--- src/rtl/vcp_pkg.sv ---
package vcp_pkg;
  localparam logic [2:0] OP_EQ  = 3'd0;
  localparam logic [2:0] OP_NE  = 3'd1;
  localparam logic [2:0] OP_LT  = 3'd2;
  localparam logic [2:0] OP_GE  = 3'd3;
  localparam logic [2:0] OP_LTU = 3'd4;
  localparam logic [2:0] OP_GEU = 3'd5;

  typedef enum logic [1:0] {
    ST_IDLE   = 2'd0,
    ST_VEC    = 2'd1,
    ST_SCALAR = 2'd2
  } vcp_state_e;
endpackage

--- src/rtl/vcp_compare.sv ---
module vcp_compare #(
  parameter int W = 32
) (
  input  logic [2:0]   op,
  input  logic [W-1:0] a,
  input  logic [W-1:0] b,
  output logic         hit
);
  import vcp_pkg::*;

  logic eq, lts, ltu;
  assign eq  = (a == b);
  assign lts = ($signed(a) < $signed(b));
  assign ltu = (a < b);

  always_comb begin
    case (op)
      OP_EQ:   hit = eq;
      OP_NE:   hit = !eq;
      OP_LT:   hit = lts;
      OP_GE:   hit = !lts;
      OP_LTU:  hit = ltu;
      OP_GEU:  hit = !ltu;
      default: hit = 1'b0;
    endcase
  end
endmodule

--- src/rtl/vcp_addr_gen.sv ---
module vcp_addr_gen #(
  parameter int RW = 5,
  parameter int LW = 6
) (
  input  logic          clk,
  input  logic          rst,
  input  logic          load,
  input  logic          step,
  input  logic [RW-1:0] base,
  input  logic [LW-1:0] len,
  output logic          is_vec,
  output logic [RW-1:0] addr
);
  logic vec_q;

  assign is_vec = (len > LW'(1));

  always_ff @(posedge clk) begin
    if (rst) begin
      addr  <= '0;
      vec_q <= 1'b0;
    end else if (load) begin
      addr  <= base;
      vec_q <= is_vec;
    end else if (step && vec_q) begin
      addr <= addr + RW'(1);
    end
  end

  // scalar operand keeps its register, vector operand advances by one
  p_scalar_hold_r2: assert property (@(posedge clk) disable iff (rst)
    (step && !load && !vec_q) |=> $stable(addr));
  p_vector_step_r2: assert property (@(posedge clk) disable iff (rst)
    (step && !load && vec_q) |=> (addr == RW'($past(addr) + RW'(1))));
endmodule

--- src/rtl/vcp_mask_acc.sv ---
module vcp_mask_acc #(
  parameter int XLEN = 32,
  parameter int LW   = 6
) (
  input  logic            clk,
  input  logic            rst,
  input  logic            load,
  input  logic [LW-1:0]   vl_eff,
  input  logic            step,
  input  logic            hit,
  output logic            done,
  output logic [XLEN-1:0] acc
);
  logic [LW-1:0] idx;
  logic [LW-1:0] vl_q;

  assign done = (idx == vl_q);

  always_ff @(posedge clk) begin
    if (rst) begin
      idx  <= '0;
      vl_q <= '0;
    end else if (load) begin
      idx  <= '0;
      vl_q <= vl_eff;
    end else if (step) begin
      idx <= idx + LW'(1);
    end
  end

  for (genvar g = 0; g < XLEN; g++) begin : g_bit
    always_ff @(posedge clk) begin
      if (rst || load)
        acc[g] <= 1'b0;
      else if (step && idx == LW'(g))
        acc[g] <= hit;
    end
  end

  // element counter never passes the vector length
  p_idx_bound_r3: assert property (@(posedge clk) disable iff (rst)
    idx <= vl_q);
  // no bit at or above the vector length is ever set
  p_high_clear_r4: assert property (@(posedge clk) disable iff (rst)
    (acc >> vl_q) == '0);
endmodule

--- src/rtl/vec_cmp_pred.sv ---
module vec_cmp_pred #(
  parameter int XLEN = 32,
  parameter int NREG = 32,
  localparam int RW  = $clog2(NREG),
  localparam int LW  = $clog2(XLEN + 1)
) (
  input  logic            clk,
  input  logic            rst,
  input  logic            start,
  input  logic [2:0]      cmp_op,
  input  logic [RW-1:0]   src1_base,
  input  logic [LW-1:0]   src1_len,
  input  logic [RW-1:0]   src2_base,
  input  logic [LW-1:0]   src2_len,
  input  logic [LW-1:0]   vl,
  input  logic [RW-1:0]   dst_reg,
  output logic [RW-1:0]   rf_addr1,
  input  logic [XLEN-1:0] rf_data1,
  output logic [RW-1:0]   rf_addr2,
  input  logic [XLEN-1:0] rf_data2,
  output logic            busy,
  output logic            mask_we,
  output logic [RW-1:0]   mask_waddr,
  output logic [XLEN-1:0] mask_data,
  output logic            br_valid,
  output logic            br_taken
);
  import vcp_pkg::*;

  vcp_state_e      state;
  logic [2:0]      op_q;
  logic [RW-1:0]   dst_q;
  logic            vec1, vec2, hit, done, load, step;
  logic [LW-1:0]   vl_eff;
  logic [XLEN-1:0] acc;

  assign vl_eff = (vl > LW'(XLEN)) ? LW'(XLEN) : vl;
  assign load   = (state == ST_IDLE) && start;
  assign step   = (state == ST_VEC) && !done;

  vcp_addr_gen #(.RW(RW), .LW(LW)) u_addr1 (
    .clk(clk), .rst(rst), .load(load), .step(step),
    .base(src1_base), .len(src1_len), .is_vec(vec1), .addr(rf_addr1));

  vcp_addr_gen #(.RW(RW), .LW(LW)) u_addr2 (
    .clk(clk), .rst(rst), .load(load), .step(step),
    .base(src2_base), .len(src2_len), .is_vec(vec2), .addr(rf_addr2));

  vcp_compare #(.W(XLEN)) u_cmp (
    .op(op_q), .a(rf_data1), .b(rf_data2), .hit(hit));

  vcp_mask_acc #(.XLEN(XLEN), .LW(LW)) u_acc (
    .clk(clk), .rst(rst), .load(load), .vl_eff(vl_eff),
    .step(step), .hit(hit), .done(done), .acc(acc));

  always_ff @(posedge clk) begin
    if (rst) begin
      state      <= ST_IDLE;
      op_q       <= '0;
      dst_q      <= '0;
      busy       <= 1'b0;
      mask_we    <= 1'b0;
      mask_waddr <= '0;
      mask_data  <= '0;
      br_valid   <= 1'b0;
      br_taken   <= 1'b0;
    end else begin
      mask_we  <= 1'b0;
      br_valid <= 1'b0;
      case (state)
        ST_IDLE: if (start) begin
          op_q  <= cmp_op;
          dst_q <= dst_reg;
          busy  <= 1'b1;
          state <= (vec1 || vec2) ? ST_VEC : ST_SCALAR;
        end
        ST_VEC: if (done) begin
          mask_we    <= 1'b1;
          mask_data  <= acc;
          mask_waddr <= dst_q;
          busy       <= 1'b0;
          state      <= ST_IDLE;
        end
        ST_SCALAR: begin
          br_valid <= 1'b1;
          br_taken <= hit;
          busy     <= 1'b0;
          state    <= ST_IDLE;
        end
        default: state <= ST_IDLE;
      endcase
    end
  end

  // the write strobe is a single-cycle pulse
  p_we_pulse_r3: assert property (@(posedge clk) disable iff (rst)
    mask_we |=> !mask_we);
  // a branch decision never comes with a mask write
  p_scalar_nomask_r6: assert property (@(posedge clk) disable iff (rst)
    br_valid |-> !mask_we);
  // busy rises only on an accepted start
  p_busy_rise_r8: assert property (@(posedge clk) disable iff (rst)
    $rose(busy) |-> $past(start));
  // busy falls only together with a result
  p_busy_fall_r8: assert property (@(posedge clk) disable iff (rst)
    $fell(busy) |-> (mask_we || br_valid));
endmodule

--- config.mk ---
export PLATFORM = sky130hd
export DESIGN_NAME = vec_cmp_pred
export DESIGN_NICKNAME = d
export VERILOG_FILES = /design/src/rtl/vcp_pkg.sv /design/src/rtl/vcp_compare.sv /design/src/rtl/vcp_addr_gen.sv /design/src/rtl/vcp_mask_acc.sv /design/src/rtl/vec_cmp_pred.sv
export SDC_FILE = /design/constraint.sdc
export NUM_CORES = 1
export LEC_CHECK = 0
export ABC_CLOCK_PERIOD_IN_PS = 3400
export BUFFER_PORTS_ARGS = -buffer_cell sky130_fd_sc_hd__buf_2
export CAP_MARGIN = 20
export CORE_MARGIN = 4
export CORE_UTILIZATION = 53
export DETAILED_ROUTE_END_ITERATION = 10
export GPL_TIMING_DRIVEN = 0
export PLACE_DENSITY = 0.81
export SYNTH_ARGS = -nofsm -noshare
export SYNTH_HDL_FRONTEND = slang
export SYNTH_SLANG_ARGS = --single-unit
--- constraint.sdc ---
create_clock -name clk -period 3.4 [get_ports clk]
set_input_delay 0.68 -clock clk [delete_from_list [all_inputs] [get_ports clk]]
set_output_delay 0.68 -clock clk [all_outputs]
set_load 0.01 [all_outputs]
==> results <==
- The run finished with clean final reports.
- OpenSTA, run right after detailed placement, puts the worst setup slack at -0.00549 ns.
- The H-tree depth is 3.
- The buffer type at the clock tree root is clkbuf_8.
- The total of endpoints with negative setup slack in the final report is 0.
- The total length of routed met3 wires is 782 um.
- The number of stages on the worst setup path is 10.
- The detailed-route via count is slightly below 5000.
- The starting density of the core is 55.1%.
- The die extent in x is 109 um.
- The worst voltage drop across the vdd grid is 0.000234 V.
- The vertical die dimension is 109 um.
- Hold timing on the final database bottoms out at a slack of 0.465 ns.
- The gate count of the mapped netlist is 615.
- The commonest cells after synthesis are dfxtp_1 (107), nor2_1 (101), nand2_1 (58).
- The portion of synthesized cell area occupied by the leading cell type is 39.3%.
- On the worst path, the slowest cell contributes a delay of 0.53 ns.
- The detailed-placement wirelength estimate is roughly 10000 um.
- The required time of the worst setup path is 3.66 ns.
- The clock-pin slew on the worst setup and hold paths is about 0.10 ns.
- The synthesis-to-layout area growth is 20.0%.
- The worst setup skew after layout is 0.0110 ns.
- 154 I/O pins were placed.
- The source of the critical timing path is rf_data1[14].
- The startpoint identified for the worst register-to-register timing path is u_acc.idx[2].
- The analysis attributes to cell leakage a power of between 3 and 4 nW.
- The setup slack of the most critical reg-to-reg path is about 0.86 ns.
- The category of cells accounting for the largest share of critical-path delay is simple AND/OR/NAND/NOR gates.
- The hold violation count in the final report came to 0.
- The synthesized net count is 760.
- After detailed placement, the design holds a cell count of 898.
- Post-CTS repair changed the size of 0 cells.
- The most repeated library cell on the critical path is buf_2.
- The final RePlAce weighted congestion is 0.845.
- The clock buffer count from CTS is 9.
- In the routed layout, each cell is associated on average with a via count of 5.35.
- The first global-routing pass estimated 21200 um of wire.
- The clock reaches the later pin of the worst-skew pair after between 0.3 and 0.4 ns.
- The power per cell area is 371 mW/mm2.
- The most common flop cell mapped by yosys is dfxtp_1.
- Buffers placed on the I/O ports in this run total 150.
- The met2 wire length is 6400 um.
- The final layout contains 921 nets.
- STA puts the critical path data arrival time at ~3.3 ns.
- Wires add up to approximately 13000 um.
- The library cell contributing the largest single delay on the critical path is nor2_1.
- The clock passes through at most 2 buffers.
- Dividing the synthesized area by the synthesized cell count gives 8.87 um2.
- TritonCTS built the clock tree.
- The sequential fraction of the synthesis area is 39.3%.
- By startpoint and endpoint, the worst setup path is classified as in -> reg.
- The number of buffers added to fix hold violations after cts is 0.
- Measured against its own limit, the worst slew margin works out to between 40% and 50%.
- For this run, design rule violations remaining after detail routing come to 0.
- The utilization after layout is between 60% and 70%.
- Of all nets on the critical path, the largest fanout is 10.
- Across every metal layer, demand over resource in global routing totals between 20% and 30%.
- The remaining antenna violation count is 0.
- The number of global-route vias before repair came to 4745.
- The layout has roughly 860 filler cells.
- Walking the worst path, the cells encountered are buf_2, ha_1, nand4_1, nor4_1, a21boi_0, o31a_1, nor3_1, nor2_1, buf_2, a31oi_2.
- Summed over all layers, the global routing overflow is 0.
- Of the cells placed in the final design, the portion with a size suffix greater than 1 is 27.1%.
- dfxtp_1 takes more of the synthesized area than any other cell.
- For the worst flop-to-flop path, the logic depth is 10.
- After detailed routing, the average wire length per cell comes to 14.4 um.
- The largest net degree at the start of global routing is 19.
- The max-slew violation count is 0.
- The most critical setup path has its endpoint at u_acc.acc[20].
- Summing every instance area after synthesis gives ~0.0055 mm2.
- The buffer and inverter count on the worst path is 2.
- The top metal layer carrying routed signals is met4.
- Setup repair after global routing left no endpoint under its margin.
- The shortest clock period the worst path allows after layout is 3.07 ns.
- The pin slew with the least headroom to its limit is 0.813 ns.
- The reported max-cap violation count is 0.
- The worst setup path is launched from a primary input.
- After synthesis, the share of flip-flops with an asynchronous set or reset is 0%.
- The total area of multi-input combinational cells is 0.00297 mm2.
- In this run, synthesis inferred 0 flip-flops with an integrated enable.
- The buffers inserted during post-CTS setup optimization is 0.
- The diode insertion count for antenna repair is 0.
- After the first detailed-routing iteration, the DRC count stood at 213.
- The routed metal-1 wirelength is 5660 um.
- The worst register-to-register path ends at u_acc.acc[10].
- The filler-free cell count of the finished design is 914.
- The library cell with the highest instance count after synthesis is dfxtp_1.
- The sequential cells in the finished layout cover a total of 0.00214 mm2.
- The floorplan has 36 rows.
- The detailed-router iteration count before antenna repair is 4.
- The type of destination of the critical path is a flip-flop.
- The fraction of the cycle the final worst path needs is 90.4%.
- The number of antenna violations at the first check in global routing is 0.
- The type of the tightest min-delay check is reg -> reg.
- The clock net in this run drives a total of 107 sinks.
- After floorplanning, the core was sized to cover 0.00991 mm2.
- Setup slack closes at 0.327 ns.
- Total power for the finished layout comes to 0.00243 W.
- The die area is 0.0120 mm2.
- The synthesized netlist contains 49 unique library cells.
- The number of storage elements in the synthesis netlist is approximately 110.
- Ranked by total cell area, the synthesized netlist is headed by dfxtp_1 (39%), ha_1 (9.6%), mux2i_1 (7.0%).
- The maximum achievable frequency is 325 MHz.
- For this run, the number of Yosys warnings is 0.
## cell type report
class / instances / area share (%)
Buffer: 33 / 3.15
Clock buffer: 9 / 1.89
Clock inverter: 7 / 0.783
Inverter: 37 / 2.12
Multi-Input combinational cell: 438 / 45.3
Sequential cell: 107 / 32.7
Tap cell: 133 / 2.54
Timing Repair Buffer: 150 / 11.5
## routing by layer
layer | GRT usage (%) | up-vias
met4 | 8.73 | 0
met3 | 4.52 | 22
met2 | 37.8 | 144
met5 | 0 | -
met1 | 27.3 | 2273
li1 | - | 2447
## state kept, by name, indices dropped and copies added (netlist names)
signal / count
mask_data: 32
u_acc.acc: 32
u_acc.idx: 6
u_acc.vl_q: 6
dst_q: 5
mask_waddr: 5
u_addr1.addr: 5
u_addr2.addr: 5
op_q: 3
state: 2
br_taken: 1
br_valid: 1
busy: 1
mask_we: 1
u_addr1.vec_q: 1
u_addr2.vec_q: 1
## how the worst min path moves through the flow
stage | start | endpoint | cells after the start
CTS | dst_q[2] | dst_q[2] | 2
finish | dst_q[2] | dst_q[2] | 2
global route | dst_q[0] | dst_q[0] | 2
global placement | dst_q[4] | dst_q[4] | 2
detailed placement | dst_q[2] | dst_q[2] | 2
floorplan | dst_q[0] | dst_q[0] | 2
## per-stage QoR
stage | instance area (um2) | setup TNS, ns
after global routing | 6550 | 0
after CTS | 6550 | 0
final | 6550 | 0
after floorplan | 5460 | 0
after global placement | 6370 | 0
after detailed placement | 6370 | -0.0115
## power breakdown
part           internal [W]  total [W]  switching, W
combinational      0.000181   0.000413      0.000232
clock              0.000270   0.000707      0.000437
sequential          0.00128    0.00131     0.0000265
total               0.00173    0.00243      0.000696
## placed cells by master (no fill, tap or decap), types with 3 or more instances in the layout
master / n
nand4_1: 10
nand3b_1: 6
nand2_1: 58
a31oi_2: 29
inv_1: 37
and2_1: 3
ha_1: 42
o21ai_0: 36
or4_1: 3
mux2i_1: 38
dfxtp_1: 107
nor2_1: 101
clkbuf_1: 18
buf_2: 157
nor3_1: 6
xor2_1: 9
and2b_1: 3
clkbuf_8: 9
a211oi_1: 12
nand3_1: 10
buf_12: 3
xnor2_1: 10
a21oi_1: 28
nor2b_1: 3
## kinds of logic (layout without fill, tap and decap cells)
| kind of cell | count (synthesis) | in the layout | share of synthesized area, % |
|---|---|---|---|
| adder cells (fa/ha/maj) | 42 | 42 | 9.63 |
| AND/OR/NAND/NOR | 215 | 215 | 17.5 |
| flip-flops | 107 | 107 | 39.3 |
| AO/OA/AOI/OAI | 124 | 124 | 17.3 |
| XOR/XNOR | 19 | 19 | 3.05 |
| buffers and inverters | 70 | 236 | 6.33 |
| multiplexers | 38 | 38 | 6.97 |
## worst reg2reg max path, delay by kind of cell (launching register included)
family                    cells  cell delay, ns
and+or+nand+nor               3            0.42
AOI/OAI and AO/OA             3            0.67
buffers and inverters         3            0.88
xor gates and xnor gates      1            0.15
DFF                           1            0.31
No activity file was read; power rests on OpenSTA's default activity.
